## config.mk

```make
export PLATFORM = sky130hd
export DESIGN_NAME = baud_tick_gen
export DESIGN_NICKNAME = d
export VERILOG_FILES = /design/src/rtl/baud_tick_pkg.sv /design/src/rtl/baud_prescale.sv /design/src/rtl/baud_timer.sv /design/src/rtl/baud_vote.sv /design/src/rtl/baud_tick_gen.sv
export SDC_FILE = /design/constraint.sdc
export NUM_CORES = 1
export LEC_CHECK = 0
export BUFFER_PORTS_ARGS = -buffer_cell sky130_fd_sc_hd__buf_4
export CAP_MARGIN = 20
export CORE_ASPECT_RATIO = 1.75
export CORE_MARGIN = 4
export CORE_UTILIZATION = 54
export CTS_BUF_LIST = sky130_fd_sc_hd__clkbuf_4 sky130_fd_sc_hd__clkbuf_8 sky130_fd_sc_hd__clkbuf_16
export DETAILED_ROUTE_END_ITERATION = 6
export GPL_ROUTABILITY_DRIVEN = 1
export PLACE_DENSITY_LB_ADDON = 0.1
export SLEW_MARGIN = 0
export SYNTH_ARGS = -nofsm -noshare
export SYNTH_HDL_FRONTEND = slang
export SYNTH_SLANG_ARGS = --single-unit
```

## constraint.sdc

```tcl
create_clock -name clk -period 3.6 [get_ports clk]
set_clock_uncertainty 0.1 [all_clocks]
set_input_delay 1.08 -clock clk [delete_from_list [all_inputs] [get_ports clk]]
set_output_delay 1.08 -clock clk [all_outputs]
set_load 0.005 [all_outputs]
```

## src/rtl/baud_tick_pkg.sv

```systemverilog
package baud_tick_pkg;

    typedef enum logic [1:0] {
        RATE_ASYNC_SLOW = 2'd0,
        RATE_ASYNC_FAST = 2'd1,
        RATE_SYNC       = 2'd2
    } rate_e;

    typedef enum logic [1:0] {
        VOTE_IDLE   = 2'd0,
        VOTE_GOT1   = 2'd1,
        VOTE_GOT2   = 2'd2,
        VOTE_DECIDE = 2'd3
    } vote_state_e;

endpackage

```

## src/rtl/baud_prescale.sv

```systemverilog
module baud_prescale #(
    parameter int PRE_DIV = 4
) (
    input  logic clk,
    input  logic rst,
    input  logic restart,
    input  logic en,
    input  logic bypass,
    output logic pre_tick
);
    localparam int PRE_W = $clog2(PRE_DIV);
    localparam logic [PRE_W-1:0] PRE_LAST = PRE_W'(PRE_DIV - 1);

    logic [PRE_W-1:0] pre_q;

    always_ff @(posedge clk) begin
        if (rst || restart) begin
            pre_q <= '0;
        end else if (en) begin
            pre_q <= (pre_q == PRE_LAST) ? '0 : pre_q + 1'b1;
        end
    end

    // Fast mode passes every enabled clock straight to the counter.
    assign pre_tick = en && (bypass || (pre_q == PRE_LAST));
endmodule

```

## src/rtl/baud_timer.sv

```systemverilog
module baud_timer #(
    parameter int DIV_W    = 8,
    parameter int OS_RATE  = 16
) (
    input  logic                     clk,
    input  logic                     rst,
    input  logic                     restart,
    input  logic                     pre_tick,
    input  logic                     oversample,
    input  logic [DIV_W-1:0]         load_div,
    input  logic [DIV_W-1:0]         div_q,
    output logic                     samp_tick,
    output logic                     bit_tick,
    output logic [$clog2(OS_RATE)-1:0] phase
);
    localparam int PH_W = $clog2(OS_RATE);
    localparam logic [PH_W-1:0] PH_LAST = PH_W'(OS_RATE - 1);

    logic [DIV_W-1:0] cnt_q;
    logic [PH_W-1:0]  ph_q;
    logic             wrap;

    assign wrap = pre_tick && (cnt_q == '0);

    always_ff @(posedge clk) begin
        if (rst) begin
            cnt_q <= '0;
            ph_q  <= '0;
        end else if (restart) begin
            cnt_q <= load_div;
            ph_q  <= '0;
        end else if (pre_tick) begin
            if (cnt_q == '0) begin
                cnt_q <= div_q;
                if (oversample) begin
                    ph_q <= (ph_q == PH_LAST) ? '0 : ph_q + 1'b1;
                end
            end else begin
                cnt_q <= cnt_q - 1'b1;
            end
        end
    end

    assign samp_tick = wrap && oversample;
    assign bit_tick  = wrap && (!oversample || (ph_q == PH_LAST));
    assign phase     = ph_q;

    // a bit tick never lasts two cycles
    assert_single_tick_R5: assert property (@(posedge clk) disable iff (rst)
        bit_tick |=> !bit_tick);
endmodule

```

## src/rtl/baud_vote.sv

```systemverilog
module baud_vote
    import baud_tick_pkg::*;
#(
    parameter int OS_RATE  = 16,
    parameter int VOTE_MID = 8
) (
    input  logic                       clk,
    input  logic                       rst,
    input  logic                       restart,
    input  logic                       samp_tick,
    input  logic [$clog2(OS_RATE)-1:0] phase,
    input  logic                       rx_in,
    output logic                       rx_vote,
    output logic                       vote_valid
);
    localparam int PH_W = $clog2(OS_RATE);
    localparam logic [PH_W-1:0] PH_FIRST = PH_W'(VOTE_MID - 1);

    vote_state_e st_q, st_nx;
    logic        smp0_q, smp1_q;
    logic        first_take;

    assign first_take = samp_tick && (phase == PH_FIRST);

    // State register
    always_ff @(posedge clk) begin
        if (rst || restart) st_q <= VOTE_IDLE;
        else                st_q <= st_nx;
    end

    always_comb begin
        st_nx = st_q;
        unique case (st_q)
            VOTE_IDLE:   if (first_take) st_nx = VOTE_GOT1;
            VOTE_GOT1:   if (samp_tick)  st_nx = VOTE_GOT2;
            VOTE_GOT2:   if (samp_tick)  st_nx = VOTE_DECIDE;
            VOTE_DECIDE: st_nx = VOTE_IDLE;
            default:     st_nx = VOTE_IDLE;
        endcase
    end

    // Outputs: sample capture and registered vote
    always_ff @(posedge clk) begin
        if (rst) begin
            smp0_q  <= 1'b1;
            smp1_q  <= 1'b1;
            rx_vote <= 1'b1;
        end else if (!restart) begin
            if (st_q == VOTE_IDLE && first_take) smp0_q <= rx_in;
            if (st_q == VOTE_GOT1 && samp_tick)  smp1_q <= rx_in;
            if (st_q == VOTE_GOT2 && samp_tick)
                rx_vote <= (smp0_q & smp1_q) | (smp0_q & rx_in) | (smp1_q & rx_in);
        end
    end

    assign vote_valid = (st_q == VOTE_DECIDE);

    // valid lasts one clock and follows the third strobe
    assert_valid_pulse_R11: assert property (@(posedge clk) disable iff (rst)
        vote_valid |=> !vote_valid);
    assert_vote_after_sample_R11: assert property (@(posedge clk) disable iff (rst)
        vote_valid |-> $past(samp_tick));
endmodule

```

## src/rtl/baud_tick_gen.sv

```systemverilog
module baud_tick_gen
    import baud_tick_pkg::*;
#(
    parameter int DIV_W    = 8,
    parameter int PRE_DIV  = 4,
    parameter int OS_RATE  = 16,
    parameter int VOTE_MID = 8
) (
    input  logic             clk,
    input  logic             rst,
    input  logic             en,
    input  logic             cfg_we,
    input  logic [DIV_W-1:0] cfg_div,
    input  logic             cfg_sync,
    input  logic             cfg_fast,
    input  logic             rx_in,
    output logic             bit_tick,
    output logic             samp_tick,
    output logic             rx_vote,
    output logic             vote_valid
);
    localparam int PH_W = $clog2(OS_RATE);

    logic [DIV_W-1:0] div_q;
    rate_e            rate_q;
    logic             restart;
    logic             pre_tick;
    logic             oversample;
    logic             bypass;
    logic [PH_W-1:0]  phase;

    assign restart = cfg_we;

    always_ff @(posedge clk) begin
        if (rst) begin
            div_q  <= '0;
            rate_q <= RATE_ASYNC_SLOW;
        end else if (cfg_we) begin
            div_q  <= cfg_div;
            rate_q <= cfg_sync ? RATE_SYNC :
                      (cfg_fast ? RATE_ASYNC_FAST : RATE_ASYNC_SLOW);
        end
    end

    assign oversample = (rate_q != RATE_SYNC);
    assign bypass     = (rate_q == RATE_ASYNC_FAST);

    baud_prescale #(.PRE_DIV(PRE_DIV)) u_pre (
        .clk      (clk),
        .rst      (rst),
        .restart  (restart),
        .en       (en),
        .bypass   (bypass),
        .pre_tick (pre_tick)
    );

    baud_timer #(.DIV_W(DIV_W), .OS_RATE(OS_RATE)) u_tmr (
        .clk        (clk),
        .rst        (rst),
        .restart    (restart),
        .pre_tick   (pre_tick),
        .oversample (oversample),
        .load_div   (cfg_div),
        .div_q      (div_q),
        .samp_tick  (samp_tick),
        .bit_tick   (bit_tick),
        .phase      (phase)
    );

    baud_vote #(.OS_RATE(OS_RATE), .VOTE_MID(VOTE_MID)) u_vote (
        .clk        (clk),
        .rst        (rst),
        .restart    (restart),
        .samp_tick  (samp_tick),
        .phase      (phase),
        .rx_in      (rx_in),
        .rx_vote    (rx_vote),
        .vote_valid (vote_valid)
    );

    // no tick without enable
    assert_tick_needs_en_R8: assert property (@(posedge clk) disable iff (rst)
        bit_tick |-> en);
    // a restart is never followed directly by a tick
    assert_restart_no_tick_R6: assert property (@(posedge clk) disable iff (rst)
        restart |=> !bit_tick);
    // the sampler stays quiet in synchronous mode
    assert_sync_no_vote_R11: assert property (@(posedge clk) disable iff (rst)
        (rate_q == RATE_SYNC) |-> !vote_valid);
endmodule

```

Word-level counts from Yosys, hierarchy flattened
Cells that the tools add are included.
{ "classes": {"add_sub_neg": 3, "n_eq_ne": 11, "n_mux": 11, "bitwise_logic": 6, "n_reduce_logical": 21} }
{ "op_table": {"columns": ["cell", "count"], "rows": [
  ["8-bit 2-to-1 mux", 3],
  ["2-bit 2-to-1 mux", 5],
  ["1-bit logical AND", 8],
  ["8-bit logical NOT", 1],
  ["2-bit case mux with 4 select lines", 1],
  ["8-bit by 1-bit subtractor with 8-bit output (second input constant)", 1],
  ["2-bit equality test (second input constant)", 3],
  ["2-bit by 1-bit != test with 1-bit output (second input constant)", 3],
  ["2-bit AND reduction", 3],
  ["3-bit AND reduction", 2],
  ["4-bit by 1-bit adder with 4-bit output (second input constant)", 1],
  ["2-bit by 1-bit equality test with 1-bit output (second input constant)", 2],
  ["4-bit by 3-bit equality test with 1-bit output (second input constant)", 1],
  ["4-bit equality test (second input constant)", 1],
  ["4-bit 2-to-1 mux", 1],
  ["1-bit bitwise AND", 3],
  ["1-bit logical OR", 3],
  ["2-bit by 1-bit adder with 2-bit output (second input constant)", 1],
  ["2-bit logical NOT", 1],
  ["2-bit != test (second input constant)", 1],
  ["1-bit bitwise OR", 2],
  ["2-bit nonzero test", 1],
  ["2-bit OR reduction", 1],
  ["1-bit logical NOT", 1],
  ["other kinds (2)", 2]
]} }
{ "totals": {"ff_bits": 29, "inputBits": 15, "out_inout_bits": 4, "wordCells": 61} }

Longest topological paths before layout
Gate-level depths: netlist of the first run.
{ "logic_depth": {"ltp_word": 8, "depth_mapped": 7} }

Modules after synthesis
A second synthesis of the first run with hierarchy kept.
{ "hier_totals": {"hier_cells": 185, "area_unflattened_um2": 1651.6} }
{ "modules_own_cells": {"columns": ["module", "n_inst", "cells_each", "area_per_inst_um2", "seq_area_each_um2"], "rows": [
  ["baud_timer", 1, 107, 869.6, 240.2],
  ["baud_tick_gen", 1, 35, 370.4, 200.2],
  ["baud_vote", 1, 34, 309.0, 100.1],
  ["baud_prescale", 1, 9, 102.6, 40.0]
]} }

Worst setup path after synthesis of the first run
OpenSTA, ideal clock, no wires.
{ "synth_path": {"path_type": "reg2out", "from": "reg u_tmr.cnt_q[0]", "to": "out samp_tick", "arrival_ps": 1822, "required_time_ps": 2420, "slack_ps": 598, "stages_incl_launch_ff": 7, "n_path_buf": 1, "cell_sequence": "dfxtp_1 > inv_1 > ha_1 > or4b_1 > buf_6 > a2111o_1 > nor2_1"} }
{ "synth_between": {"elab_chain_len": 3} }
{ "synth_lines": {"columns": ["element", "line_no", "text"], "rows": [
  ["start: declaration", "baud_timer.sv:19", "logic [DIV_W-1:0] cnt_q;"],
  ["start signal: assignment", "baud_timer.sv:30", "cnt_q <= load_div;"],
  ["start signal: assignment", "baud_timer.sv:34", "cnt_q <= div_q;"],
  ["start signal: assignment", "baud_timer.sv:39", "cnt_q <= cnt_q - 1'b1;"],
  ["8-bit logical NOT", "baud_timer.sv:23", "assign wrap = pre_tick && (cnt_q == '0);"],
  ["1-bit logical AND", "baud_timer.sv:23", null],
  ["1-bit logical AND", "baud_timer.sv:44", "assign samp_tick = wrap && oversample;"],
  ["end: declaration", "baud_tick_gen.sv:18", "output logic samp_tick,"]
]} }
Every way passes these cells.

Worst setup path in the final report of the first run
Same ends and word-level chain as after synthesis.

==> out/results.txt, run 1 <==
Crit path from: u_tmr.cnt_q[0]$_SDFFE_PP0P_
Peak VDD IR: 0.310 mV
Sequential fraction of the synthesis area: 34.0%
Max Clk Rate: 288 MHz
Iteration-0 DRC Markers: 54
Metal-1 WL: 1610 um
RSZ-0062 raised after global routing: false
CP arrival: 2.29 ns
# clock sinks: 29
Synth warn: 0
Power Dens Cells: 372 nW/um2
Initial Util: 57.0%
Syn_nets: 223
Hold Startpoint: div_q[2]$_SDFFE_PP0P_
Layout area overhead: 14.1%
Rel. slew slack: 56.9%
DRC viols: 0
First-pass GRT wire length: 6710 um
HPWL Detailed: 2930 um
Reg clk slew, reported paths: 0.07 ns
Period utilization: 96.5%
Largest net degree at the start of global routing: 38
CTS Buf Count: 5
Hold crit path type: register to register
Met2 WL post-DR: 2180 um
Max-Cap Viols: 0
Antenna diodes: 0
Register bit total from synthesis: 29
Initial antenna violation count: 0
Area leader, netlist: dfxtp_1
Layout cells sized above 1: 16.7%
Met3 wire len: 107 um
Post-route ant nets: 0
Crit end category: output port
Drt wl/cell: 15.3 um
Tightest Pin Transition: 0.642 ns
Clock Root Buffer: clkbuf_8
Critical Path Start Type: register
Drt pass-1 iters: 4
Mapped Avg Cell Area: 8.57 um2
Post-route minimum period: 3.47 ns
TritonCTS clock tree: built
Port Buffers: 18
Number of core rows: 26
Total gr overflow: 0
Buf+Inv Stages, Crit Path: 2
CP required: 2.42 ns
Htree depth: 2
Nets@finish: 239
Die H: 82.3 um
Synth Flop Type: dfxtp_1
Slew Limit Fails: 0
Top Metal Used: met4
CTS Hold Bufs: 0
Clock latency on the worst-skew pair: 0.28 ns
Die area: 4160 um2
Setup TNS: 0 ns
Yosys cell types: 46
Setup CP Type: register to output port
Post-route cell area: 1950 um2
Post-synth EDFFs: 0
Synth async-reset ratio: 0%
Status: complete, no violations
Area post-placement: 1860 um2
Hold Vio Cnt, Final: 0
Post-Synthesis Cells: 199
Vias in the first global route: 1499
Finished Layout Cells: 258
Largest stage delay, worst path: 0.61 ns
Final setup vio count: 0
Critical R2R Launch: u_tmr.cnt_q[0]$_SDFFE_PP0P_
RD Place Congestion: 0.865
Vias per cell: 5.90
IO Pins: 19
CP cell instances: inv_1, ha_1, or4b_1, a2111o_1, nor2_1, buf_4
DR vias: 1521
DRT Wirelength: 3950 um
Total track usage: 21.0%
Crit-path leading delay family: simple AND/OR/NAND/NOR gates
CP max stage cell: or4b_1
Core Footprint: 2990 um2
Pleak: 0.768 nW
Crit-path max FO: 6
Die W: 50.5 um
# placed instances: 250
Cell area after technology mapping: 1710 um2
Synth top area share: 34.0%
Max Root-Sink Buffers: 2
Synth top area cells: dfxtp_1 (34%), ha_1 (6.6%), mux2i_1 (5.3%)
Post-CTS setup buffers: 0
Post-layout total power: 0.724 mW
CTS resizes: 0
Worst hold margin: 0.374 ns
final timing paths:
path	depth (start not counted)	slack (ns)	end
max reg2reg	6	1.15	u_tmr.phase[2]$_SDFFE_PP0P_
min	2	0.37	div_q[2]$_SDFFE_PP0P_
min reg2reg	2	0.37	div_q[2]$_SDFFE_PP0P_
max	6	0.13	samp_tick
through the flow:
| stage | setup slack, ns | utilization (%) |
|---|---|---|
| global placement | 0.483 | 62.1 |
| global route | 0.000582 | 65.0 |
| detailed placement | 0.463 | 62.1 |
| floorplan | 0.598 | - |
| CTS | 0.135 | 65.0 |
| finish | 0.128 | 65.0 |
synth_stat cells, drive strengths merged, types with 2 or more instances:
cell	number
a221oi	2
mux2i	9
nand4b	4
o21ai	5
a2111o	4
dfxtp	29
nand2b	6
nor4b	2
mux2	2
nand4	2
a2bb2oi	3
a22oi	2
a21oi	12
nor3	9
a211o	2
a2111oi	3
nor2	23
inv	12
or3	3
ha	9
nand3	5
a311oi	4
a41oi	2
clkbuf	10
a31oi	4
nand2	10
nor2b	3
or2	3
logic make-up after synthesis:
logic type | share of synthesized area (%)
adder cells (fa/ha/maj) | 7.19
multiplexers | 6.60
flip-flops | 34.0
XOR/XNOR | 0.514
buffers and inverters | 5.50
AND/OR/NAND/NOR | 22.1
AO/OA/AOI/OAI | 24.1
state kept, by name (all words and copies together) (netlist names):
signal	cells
u_vote.rx_vote	1
u_pre.pre_q	2
rate_q	2
u_tmr.cnt_q	8
u_tmr.phase	4
div_q	8
u_vote.st_q	2
u_vote.smp1_q	1
u_vote.smp0_q	1
layout make-up:
cell class,count,area [um2]
sequential,29,581
clock buffer,6,76.3
tap,42,52.6
inverter,12,45.0
multi-input combinational,147,1030
fill,276,1050
timing repair buffer,20,150
clock inverter,2,10.0
layer usage:
| layer | vias to the layer above | track usage (%) |
|---|---|---|
| met1 | 714 | 21.1 |
| met5 | - | 0 |
| met3 | 6 | 3.41 |
| li1 | 772 | - |
| met4 | 0 | 9.16 |
| met2 | 29 | 41.4 |
where the power goes:
part,internal [mW],total (mW),switching [mW]
clock,0.141,0.264,0.123
sequential,0.334,0.346,0.0122
combinational,0.0495,0.113,0.0638
total,0.525,0.724,0.199
cell usage in the layout (no fill, tap or decap), types with 2 or more instances in the layout:
master	netlist	final
a2111o_1	4	4
a2111oi_0	2	2
a211o_1	2	2
a21oi_1	12	12
a221oi_1	2	2
a22oi_1	2	2
a2bb2oi_1	3	3
a311oi_1	3	3
a31oi_1	4	4
a41oi_1	2	2
buf_4	0	20
clkbuf_8	0	5
clkinv_2	0	2
dfxtp_1	29	29
ha_1	9	9
inv_1	12	12
mux2_2	2	2
mux2i_1	9	9
nand2_1	10	10
nand2b_1	6	6
nand3_1	5	5
nand4_1	2	2
nand4b_1	4	4
nor2_1	23	23
nor2b_1	3	3
nor3_1	9	9
nor4b_1	2	2
o21ai_0	4	4
or2_2	3	3
or3_1	3	3
tightest hold or removal path, stage by stage, from the launching register on:
cell	delay, ns
dfxtp_1	0.31
nand2b_1	0.06
a21oi_1	0.06
(Power assumes the default switching activity.)
==> run 2, diff against run 1 <==
- SYNTH_HIERARCHICAL: default -> 1
==> run 2 against run 1 <==
Compared with the run above:
- global-route usage fell by 1.4 points
- clock power rose by 2%
- first-iteration DRC count fell by 11%
- worst setup slack improved by 0.33 ns
- non-clock buffer count did not move
- critical path type is now input port to output port
- critical endpoint unchanged
- largest cell class unchanged
- largest power group unchanged
==> out/results.txt, run 2 <==
Cell area after technology mapping: 1650 um2 (-3.2%)
CP arrival: 1.96 ns (-0.33 ns)
Tightest Pin Transition: 0.547 ns (-0.0947 ns)
Mapped Avg Cell Area: 8.93 um2 (+4.2%)
Max Root-Sink Buffers: 2 (unchanged)
CTS Buf Count: 5 (unchanged)
CP max stage cell: and3_1
Synth warn: 6 (+6)
Critical Path Start Type: input port
Die H: 81.2 um (-1.4%)
Register bit total from synthesis: 29 (unchanged)
Core Footprint: 2930 um2 (-2.2%)
Clock power frac: 36.9% (+0.4 points)
Die W: 49.8 um (-1.3%)
Period utilization: 87.2% (-9.2 points)
IO Pins: 19 (unchanged)
Initial antenna violation count: 0 (unchanged)
Setup TNS: 0 ns (unchanged)
Synth top area share: 35.2% (+1.1 points)
Commonest non-fill, non-tap cells in the layout: dfxtp_1 (29), buf_4 (20), mux2i_1 (18)
Port Buffers: 18 (unchanged)
Vias in the first global route: 1448 (-3.4%)
Yosys cell types: 47 (+2.2%)
Post-synth EDFFs: 0 (unchanged)
Post-route minimum period: 3.14 ns (-0.332 ns)
Status: complete, no violations
Total gr overflow: 0 (unchanged)
Internal: 0.545 mW (+3.9%)
Initial Util: 56.4% (-0.57 points)
Post-route ant nets: 0 (unchanged)
Reg clk slew, reported paths: 0.06 ns (about the same)
Antenna diodes: 0 (unchanged)
Area leader, netlist: dfxtp_1
Post-Synthesis Cells: 185 (-7.0%)
Most frequent CP cell: buf_4
Comb pwr share: 15.3% (-0.4 points)
DR vias: 1428 (-6.1%)
Peak VDD IR: 0.343 mV (+11%)
Flop pwr share: 47.8% (about the same)
Hold crit path type: register to register
Drt wl/cell: 15.4 um (+0.35%)
Most common cell after layout, fill and taps aside: dfxtp_1
Clock latency on the worst-skew pair: 0.28 ns (about the same)
Die area: 4040 um2 (-2.8%)
CTS resizes: 0 (unchanged)
CTS Hold Bufs: 0 (unchanged)
Sequential fraction of the synthesis area: 35.2% (+1.1 points)
Power Dens Cells: 389 nW/um2 (+4.5%)
Largest net degree at the start of global routing: 39 (+2.6%)
Nets@finish: 226 (-5.4%)
Largest stage delay, worst path: 0.32 ns (-0.29 ns)
Switching part of the total power: 25.4% (-2.1 points)
RSZ-0062 raised after global routing: false
Count leader, synth: dfxtp_1
Vias per cell: 6.18 (+4.9%)
TritonCTS clock tree: built
Post-CTS setup buffers: 0 (unchanged)
Layout cells sized above 1: 16.3% (-0.41 points)
Total track usage: 19.6% (-1.4 points)
Synth top area cells: dfxtp_1 (35%), mux2i_1 (11%), ha_1 (6.1%)
Htree depth: 2 (unchanged)
# clock sinks: 29 (unchanged)
HPWL Detailed: 2620 um (-11%)
Pleak: 0.776 nW (+0.96%)
Slew Limit Fails: 0 (unchanged)
Setup CP Type: input port to output port
Iteration-0 DRC Markers: 48 (-11%)
Layout area overhead: 13.8%
Crit end category: output port
Synth async-reset ratio: 0% (unchanged)
Worst hold margin: 0.384 ns (+0.00923 ns)
First-pass GRT wire length: 6080 um (-9.4%)
Max-Cap Viols: 0 (unchanged)
Drt pass-1 iters: 5 (+1)
Rel. slew slack: 63.4% (+6.5 points)
Syn_nets: 208 (-6.7%)
Clock Root Buffer: clkbuf_8
DRC viols: 0 (unchanged)
CP required: 2.42 ns (about the same)
Synth Flop Type: dfxtp_1
Final setup vio count: 0 (unchanged)
Synth cell count leaders: dfxtp_1 (29), mux2i_1 (18), nor2_1 (17)
Max Clk Rate: 318 MHz (+11%)
Crit-path max FO: 7 (+1)
RD Place Congestion: 0.828 (-4.3%)
CP cell instances: buf_4, o21a_1, and2_1, and3_1, buf_4
Number of core rows: 26 (unchanged)
DRT Wirelength: 3550 um (-10%)
Hold Vio Cnt, Final: 0 (unchanged)
P_sw: 0.186 mW (-6.8%)
[run 2: cell types whose count changed in the layout (fill, tap and decap cells not counted), sizes merged, moves of 3 or more]
cell,before,now
or2,3,0
nand2b,6,3
mux2i,9,18
a2111o,4,0
nor3b,0,4
a2bb2oi,3,0
nor2,23,17
[run 2: per-stage QoR]
stage	utilization (%)	power [mW]	setup WS [ns]	area (um2)	instances
after detailed placement	61.1	0.468	0.457	1790	224
after global routing	64.2	0.772	0.384	1880	231
after floorplan	-	0.433	0.664	1650	185
after CTS	64.2	0.743	0.452	1880	231
final	64.2	0.731	0.460	1880	231
after global placement	61.1	0.464	0.478	1790	224
[run 2: routing by layer]
metal,routed length [um],track usage [%],vias to the layer above
met3,162,5.14,8
met1,1280,17.8,672
met4,89,11.4,0
met2,2020,38.1,38
met5,0,0,-
li1,-,-,710
[run 2: cells by family after synthesis]
family / share of synthesized area, %
xor+xnor: 1.06
mux: 11.6
flops: 35.2
compound gates: 18.6
fa+ha+maj: 6.06
buf+inv: 5.61
simple gates: 22.0
[run 2: area by class of cell]
type	instances	area, um2
clock buffers	7	90.1
fillers	263	1050
inverters	12	45.0
multi-input cells	135	978
flip-flops and latches	29	581
well taps	28	35.0
repair buffers	20	150
[run 2: critical path, delay by kind of cell]
kind / cells / cell delay (ns)
AOI/OAI and AO/OA: 1 / 0.13
buffers and inverters: 2 / 0.26
and+or+nand+nor: 2 / 0.49
[run 2: path summary, 6_finish.rpt]
path | startpoint | end | slack (ns) | cells past startpoint
worst max-delay path | en | samp_tick | 0.46 | 5
worst min-delay path | rate_q[0]$_SDFFE_PP0P_ | rate_q[0]$_SDFFE_PP0P_ | 0.38 | 2
worst max register to register | u_tmr/cnt_q[0]$_SDFFE_PP0P_ | u_vote/smp0_q$_SDFFE_PP1P_ | 1.43 | 7
worst min register to register | rate_q[0]$_SDFFE_PP0P_ | rate_q[0]$_SDFFE_PP0P_ | 0.38 | 2
[run 2: power groups by stage]
stage	sequential, mW	clock (mW)	combinational (mW)
floorplan	0.352	0	0.0818
global placement	0.355	0	0.109
detailed placement	0.356	0	0.112
CTS	0.349	0.282	0.112
global route	0.350	0.297	0.125
finish	0.349	0.270	0.112
